`src/rtl/frt_pkg.sv`:
```
package frt_pkg;
  localparam int NUM_CMP = 2;
  localparam int FLAG_N  = 4;

  // flag vector positions
  localparam int FI_OVF = 0;
  localparam int FI_CMB = 1;
  localparam int FI_CMA = 2;
  localparam int FI_CAP = 3;

  typedef enum logic [2:0] {
    RA_COUNT = 3'd0,
    RA_CMPA  = 3'd1,
    RA_CMPB  = 3'd2,
    RA_CAPT  = 3'd3,
    RA_STAT  = 3'd4
  } reg_addr_e;

  function automatic logic [2:0] cmp_addr(input int k);
    return 3'(int'(RA_CMPA) + k);
  endfunction

  // status byte: cap flag at 7, reserved 6..4, cmpA 3, cmpB 2, wrap 1, clear select 0
  function automatic logic [7:0] pack_status(input logic [FLAG_N-1:0] f,
                                             input logic clr_sel);
    return {f[FI_CAP], 3'b000, f[FI_CMA], f[FI_CMB], f[FI_OVF], clr_sel};
  endfunction

  function automatic logic [FLAG_N-1:0] flag_bits(input logic [7:0] d);
    logic [FLAG_N-1:0] r;
    r[FI_CAP] = d[7];
    r[FI_CMA] = d[3];
    r[FI_CMB] = d[2];
    r[FI_OVF] = d[1];
    return r;
  endfunction
endpackage

```
`src/rtl/frt_cap_sync.sv`:
```
module frt_cap_sync #(
  parameter int STAGES = 2
) (
  input  logic clk,
  input  logic rst_n,
  input  logic cap_in,
  output logic rise
);
  // STAGES synchronizer flops plus one history flop for edge detection
  logic [STAGES:0] sh_q;

  always_ff @(posedge clk) begin
    if (!rst_n) sh_q <= '0;
    else        sh_q <= {sh_q[STAGES-1:0], cap_in};
  end

  assign rise = sh_q[STAGES-1] & ~sh_q[STAGES];
endmodule

```
`src/rtl/frt_counter.sv`:
```
module frt_counter #(
  parameter int W       = 16,
  parameter int NUM_CMP = 2
) (
  input  logic                        clk,
  input  logic                        rst_n,
  input  logic                        ld,
  input  logic [W-1:0]                ld_val,
  input  logic                        clr_on_a,
  input  logic [NUM_CMP-1:0][W-1:0]   ocr,
  output logic [W-1:0]                cnt_q,
  output logic [NUM_CMP-1:0]          match,
  output logic                        wrap
);
  logic [W-1:0] cnt_d;

  for (genvar k = 0; k < NUM_CMP; k++) begin : g_cmp
    assign match[k] = (cnt_q == ocr[k]);
  end

  // the all-ones to zero step, whether by counting or by a clear on match
  assign wrap = (cnt_q == {W{1'b1}}) && !ld;

  always_comb begin
    if (ld)                        cnt_d = ld_val;
    else if (clr_on_a && match[0]) cnt_d = '0;
    else                           cnt_d = cnt_q + 1'b1;
  end

  always_ff @(posedge clk) begin
    if (!rst_n) cnt_q <= '0;
    else        cnt_q <= cnt_d;
  end
endmodule

```
`src/rtl/frt_flags.sv`:
```
module frt_flags #(
  parameter int N = 4
) (
  input  logic         clk,
  input  logic         rst_n,
  input  logic [N-1:0] set_ev,
  input  logic         rd_stat,
  input  logic         wr_stat,
  input  logic [N-1:0] wr_bits,
  output logic [N-1:0] flag_q
);
  logic [N-1:0] arm_q;

  for (genvar i = 0; i < N; i++) begin : g_flag
    logic clr;
    assign clr = wr_stat && arm_q[i] && !wr_bits[i];

    always_ff @(posedge clk) begin
      if (!rst_n) begin
        flag_q[i] <= 1'b0;
        arm_q[i]  <= 1'b0;
      end else begin
        // hardware set outranks the software clear
        if (set_ev[i])  flag_q[i] <= 1'b1;
        else if (clr)   flag_q[i] <= 1'b0;

        if (clr)                        arm_q[i] <= 1'b0;
        else if (rd_stat && flag_q[i])  arm_q[i] <= 1'b1;
      end
    end
  end
endmodule

```
`src/rtl/frt_unit.sv`:
```
module frt_unit
  import frt_pkg::*;
#(
  parameter int CNT_W       = 16,
  parameter int SYNC_STAGES = 2
) (
  input  logic             clk,
  input  logic             rst_n,
  input  logic             cap_in,
  input  logic [2:0]       bus_addr,
  input  logic             bus_rd,
  input  logic             bus_wr,
  input  logic [CNT_W-1:0] bus_wdata,
  output logic [CNT_W-1:0] bus_rdata
);
  logic [CNT_W-1:0]              cnt_q;
  logic [NUM_CMP-1:0][CNT_W-1:0] ocr_q;
  logic [CNT_W-1:0]              icr_q;
  logic                          cclr_q;
  logic [NUM_CMP-1:0]            cmp_hit;
  logic                          cnt_wrap;
  logic                          cap_rise;
  logic [FLAG_N-1:0]             set_ev;
  logic [FLAG_N-1:0]             flag_q;
  logic                          cnt_ld;
  logic                          stat_wr;
  logic                          stat_rd;
  logic [NUM_CMP-1:0]            ocr_wr;

  assign cnt_ld  = bus_wr && (bus_addr == RA_COUNT);
  assign stat_wr = bus_wr && (bus_addr == RA_STAT);
  assign stat_rd = bus_rd && (bus_addr == RA_STAT);

  for (genvar k = 0; k < NUM_CMP; k++) begin : g_ocr_dec
    assign ocr_wr[k] = bus_wr && (bus_addr == cmp_addr(k));
  end

  frt_cap_sync #(.STAGES(SYNC_STAGES)) u_sync (
    .clk    (clk),
    .rst_n  (rst_n),
    .cap_in (cap_in),
    .rise   (cap_rise)
  );

  frt_counter #(.W(CNT_W), .NUM_CMP(NUM_CMP)) u_cnt (
    .clk      (clk),
    .rst_n    (rst_n),
    .ld       (cnt_ld),
    .ld_val   (bus_wdata),
    .clr_on_a (cclr_q),
    .ocr      (ocr_q),
    .cnt_q    (cnt_q),
    .match    (cmp_hit),
    .wrap     (cnt_wrap)
  );

  assign set_ev[FI_CAP] = cap_rise;
  assign set_ev[FI_CMA] = cmp_hit[0];
  assign set_ev[FI_CMB] = cmp_hit[1];
  assign set_ev[FI_OVF] = cnt_wrap;

  frt_flags #(.N(FLAG_N)) u_flags (
    .clk     (clk),
    .rst_n   (rst_n),
    .set_ev  (set_ev),
    .rd_stat (stat_rd),
    .wr_stat (stat_wr),
    .wr_bits (flag_bits(bus_wdata[7:0])),
    .flag_q  (flag_q)
  );

  always_ff @(posedge clk) begin
    if (!rst_n) begin
      ocr_q  <= '1;
      icr_q  <= '0;
      cclr_q <= 1'b0;
    end else begin
      for (int k = 0; k < NUM_CMP; k++) begin
        if (ocr_wr[k]) ocr_q[k] <= bus_wdata;
      end
      if (cap_rise) icr_q  <= cnt_q;
      if (stat_wr)  cclr_q <= bus_wdata[0];
    end
  end

  always_comb begin
    bus_rdata = '0;
    if (bus_rd) begin
      case (bus_addr)
        RA_COUNT: bus_rdata = cnt_q;
        RA_CMPA:  bus_rdata = ocr_q[0];
        RA_CMPB:  bus_rdata = ocr_q[1];
        RA_CAPT:  bus_rdata = icr_q;
        RA_STAT:  bus_rdata = CNT_W'(pack_status(flag_q, cclr_q));
        default:  bus_rdata = '0;
      endcase
    end
  end
endmodule

```
`config.mk`:
```
export PLATFORM = sky130hd
export DESIGN_NAME = frt_unit
export DESIGN_NICKNAME = d
export VERILOG_FILES = /design/src/rtl/frt_pkg.sv /design/src/rtl/frt_cap_sync.sv /design/src/rtl/frt_counter.sv /design/src/rtl/frt_flags.sv /design/src/rtl/frt_unit.sv
export SDC_FILE = /design/constraint.sdc
export NUM_CORES = 1
export LEC_CHECK = 0
export ABC_AREA = 1
export BUFFER_PORTS_ARGS = -buffer_cell sky130_fd_sc_hd__buf_2
export CORE_MARGIN = 2
export CORE_UTILIZATION = 40
export DETAILED_ROUTE_END_ITERATION = 8
export GPL_ROUTABILITY_DRIVEN = 1
export GPL_TIMING_DRIVEN = 0
export PLACE_DENSITY = 0.63
export SLEW_MARGIN = 10
export SYNTH_ARGS = -nofsm -noshare
export SYNTH_HDL_FRONTEND = slang
export SYNTH_HIERARCHICAL = 1
export SYNTH_SLANG_ARGS = --single-unit
```
`constraint.sdc`:
```
create_clock -name clk -period 2.1 [get_ports clk]
set_input_delay 0.42 -clock clk [delete_from_list [all_inputs] [get_ports clk]]
set_output_delay 0.42 -clock clk [all_outputs]
set_load 0.005 [all_outputs]
```
==> impl_metrics.csv <==
group,metric,value,unit
detailed_routing,viasPerCell,5.10,
finish,drive_gt1_frac,0.162,
synth,synthArstFlopShare,0,
clocking,clk_pin_slew,80,ps
power_and_ir_drop,peakVddDrop,0.000331,V
worst_setup_path,critPathKind,"primary input to output pin",
flow_run,drv_cap,0,
synth,synth_commonest_cells,"nand2_1, nand3_1, nor2_1",
global_route,grt_pass1_vias,3934,
detailed_routing,drc_errors,0,
detailed_routing,routed-wl-met2,5570,µm
floorplanning,die_area,11500,µm²
power_and_ir_drop,power.density,635,nW/µm²
synth,synthDistinctLibCells,31,
global_route,grtUsageTotal,0.227,
floorplanning,core_area,10300,µm²
worst_setup_path,startpoint_type,"primary input",
detailed_routing,first_iter_violations,320,
place,place_congestion,0.944,
detailed_routing,vias,4384,
synth,syn_area_per_cell,6.37,µm²
sta,clock.fmax,501,MHz
clocking,h-tree-depth,3,
sta,clock_skew,5.70,ps
worst_setup_path,worstPathRequired,1680,ps
detailed_routing,first_pass_iters,5,
finish,multi_input_area,2390,µm²
place,port_buffers,39,
clocking,clkSinkCount,76,
worst_setup_path,crit_path_max_fanout,10,
sta,finalCriticalPeriod,2000,ps
clocking,clock_latency,360,ps
sta,slew_viol_final,0,
clocking,clk_path_buf_depth,2,
power_and_ir_drop,leakage,2.41,nW
detailed_routing,wl_met3,689,µm
synth,synth_edf_count,0,
clocking,cts_buffers,9,
global_route,gr-total-overflow,0,
floorplanning,ios,40,
synth,yosys_register_bits,76,
global_route,grt_max_degree,13,
detailed_routing,wirelength,12500,µm
outcome,status,"complete, no violations",
sta,holdWs,238,ps
min_path,hold_path_class,"primary input to flop",
finish,fin_nets,744,
worst_setup_path,cp.arrival,1580,ps
worst_setup_path,cp-end-kind,"output pin",
global_route,grt_pass1_wl,20200,µm
finish,layout-area-overhead-vs-synth,14.8,%
detailed_routing,wl_per_cell,14.5,µm
finish,antennaDiodeCount,0,
synth,syn_inst,666,
floorplanning,die_w,107,µm
finish,seq_area,1520,µm²
floorplanning,rows,37,
synth,yosysTopAreaCell,"dfxtp_1",
sta,tightest_slew,783,ps
synth,synth-main-ff-cell,"dfxtp_1",
sta,finalHoldViolCount,0,
sta,slew_headroom,0.473,
detailed_routing,ant_nets,0,
synth,synth_most_common_cell,"nand2_1",
place,dp_hpwl,9710,µm
min_path,hp-start,"cap_in",
worst_setup_path,r2r_start,"u_cnt/cnt_q[0]",
synth,syn_area,4250,µm²
synth,synth_nets,691,
clocking,cts-root-buf,"clkbuf_8",
power_and_ir_drop,finalPower,0.00310,W
synth,ys_warn_count,6,
worst_setup_path,crit_start,"bus_addr[2]",
synth,synth_area_leaders,"dfxtp_1, nand2_1, nand3_1",
floorplanning,start_util,0.411,
sta,fin_setup_tns,0,ps
synth,synth_top_area_share,0.358,
finish,fillers,1089,
clocking,cts_tree,"yes",
global_route,grt_antenna_before_repair,0,
sta,fin_crit_sh,0.951,
synth,yosysSeqAreaShare,0.358,
sta,setup_viol,0,
detailed_routing,drt-met1-wl,5960,µm
detailed_routing,highest_layer,"met4",
floorplanning,fp.dieH,107,µm
## cell families (layout without fill, tap and decap cells)
logic type / count (synthesis) / count (layout) / synth area share
AOI/OAI and AO/OA: 47 / 47 / 0.0566
adders and majority gates: 1 / 1 / 0.00295
xor gates and xnor gates: 22 / 22 / 0.0454
buffers and inverters: 83 / 141 / 0.0825
DFF: 76 / 76 / 0.358
and+or+nand+nor: 437 / 437 / 0.454
## critical path, cell delays in order
cell and delay (ps):
buf_2 150, buf_2 200, nor3_2 250, buf_6 170
nand2_1 50, nand2_1 70, nor2_1 40, nor2_1 90
buf_2 130
## final timing paths
| path | endpoint | slack [ps] | cells after the start |
|---|---|---|---|
| max reg2reg | u_flags/flag_q[0] | 170 | 9 |
| min reg2reg | u_sync/sh_q[1] | 420 | 2 |
| max | bus_rdata[11] | 100 | 9 |
| min | u_sync/sh_q[0] | 240 | 3 |
## power by group
group | leakage (nW) | internal (W) | switching, W | total (W)
Combinational | 1.69 | 0.000137 | 0.000235 | 0.000372
Sequential | 0.620 | 0.00149 | 0.0000629 | 0.00156
Clock | 0.102 | 0.000611 | 0.000559 | 0.00117
Total | 2.41 | 0.00224 | 0.000856 | 0.00310
## metal layers
metal | vias up | global-route usage
met2 | 150 | 0.350
li1 | 2221 | -
met4 | 0 | 0.0891
met5 | - | 0
met3 | 17 | 0.0201
met1 | 1996 | 0.326
## registers in the layout (all words and copies together) (netlist names)
name,cells
ocr_q,32
icr_q,16
u_cnt/cnt_q,16
u_flags/arm_q,4
u_flags/flag_q,4
u_sync/sh_q,3
cclr_q,1
## cells in the final DEF (no fill, tap or decap), types with 3 or more instances in the layout
cell type and n:
buf_4 8, nand3_1 89, xor2_1 8, nor2_1 87, nand3_2 8, buf_2 42, inv_1 36, xnor2_1 14
nand2_1 219, nor2_2 8, buf_6 4, dfxtp_1 76, nand4_1 7, clkbuf_8 11, nor2_4 4, clkbuf_1 15
nor4_1 3, a21oi_1 23, nand2_2 3, o21ai_0 20, inv_2 15
## layout make-up
class                           count  area share
Multi-Input combinational cell    507       0.491
Timing Repair Buffer               42      0.0452
Tap cell                          136      0.0349
Sequential cell                    76       0.312
Buffer                             29      0.0336
Clock buffer                       12      0.0318
Inverter                           54      0.0421
Clock inverter                      4     0.00975
## timing repair
item                                    4_1_cts  5_1_grt
hold buffers                                  0        0
buffers inserted                              0        2
pin swaps                                     0        1
endpoints found under the setup margin        7       28
gates resized for setup                       1       14
cloned                                        0        1
## through the flow
step                instances   util  instance area, µm²  setup WS, ps
floorplan                 666      -                4250           444
global placement          841  0.447                4610          -366
detailed placement        841  0.447                4610          -373
CTS                       857  0.466                4820          12.1
global route              860  0.472                4870         -19.8
finish                    860  0.472                4870           102
No activity file was read; power rests on OpenSTA's default activity.
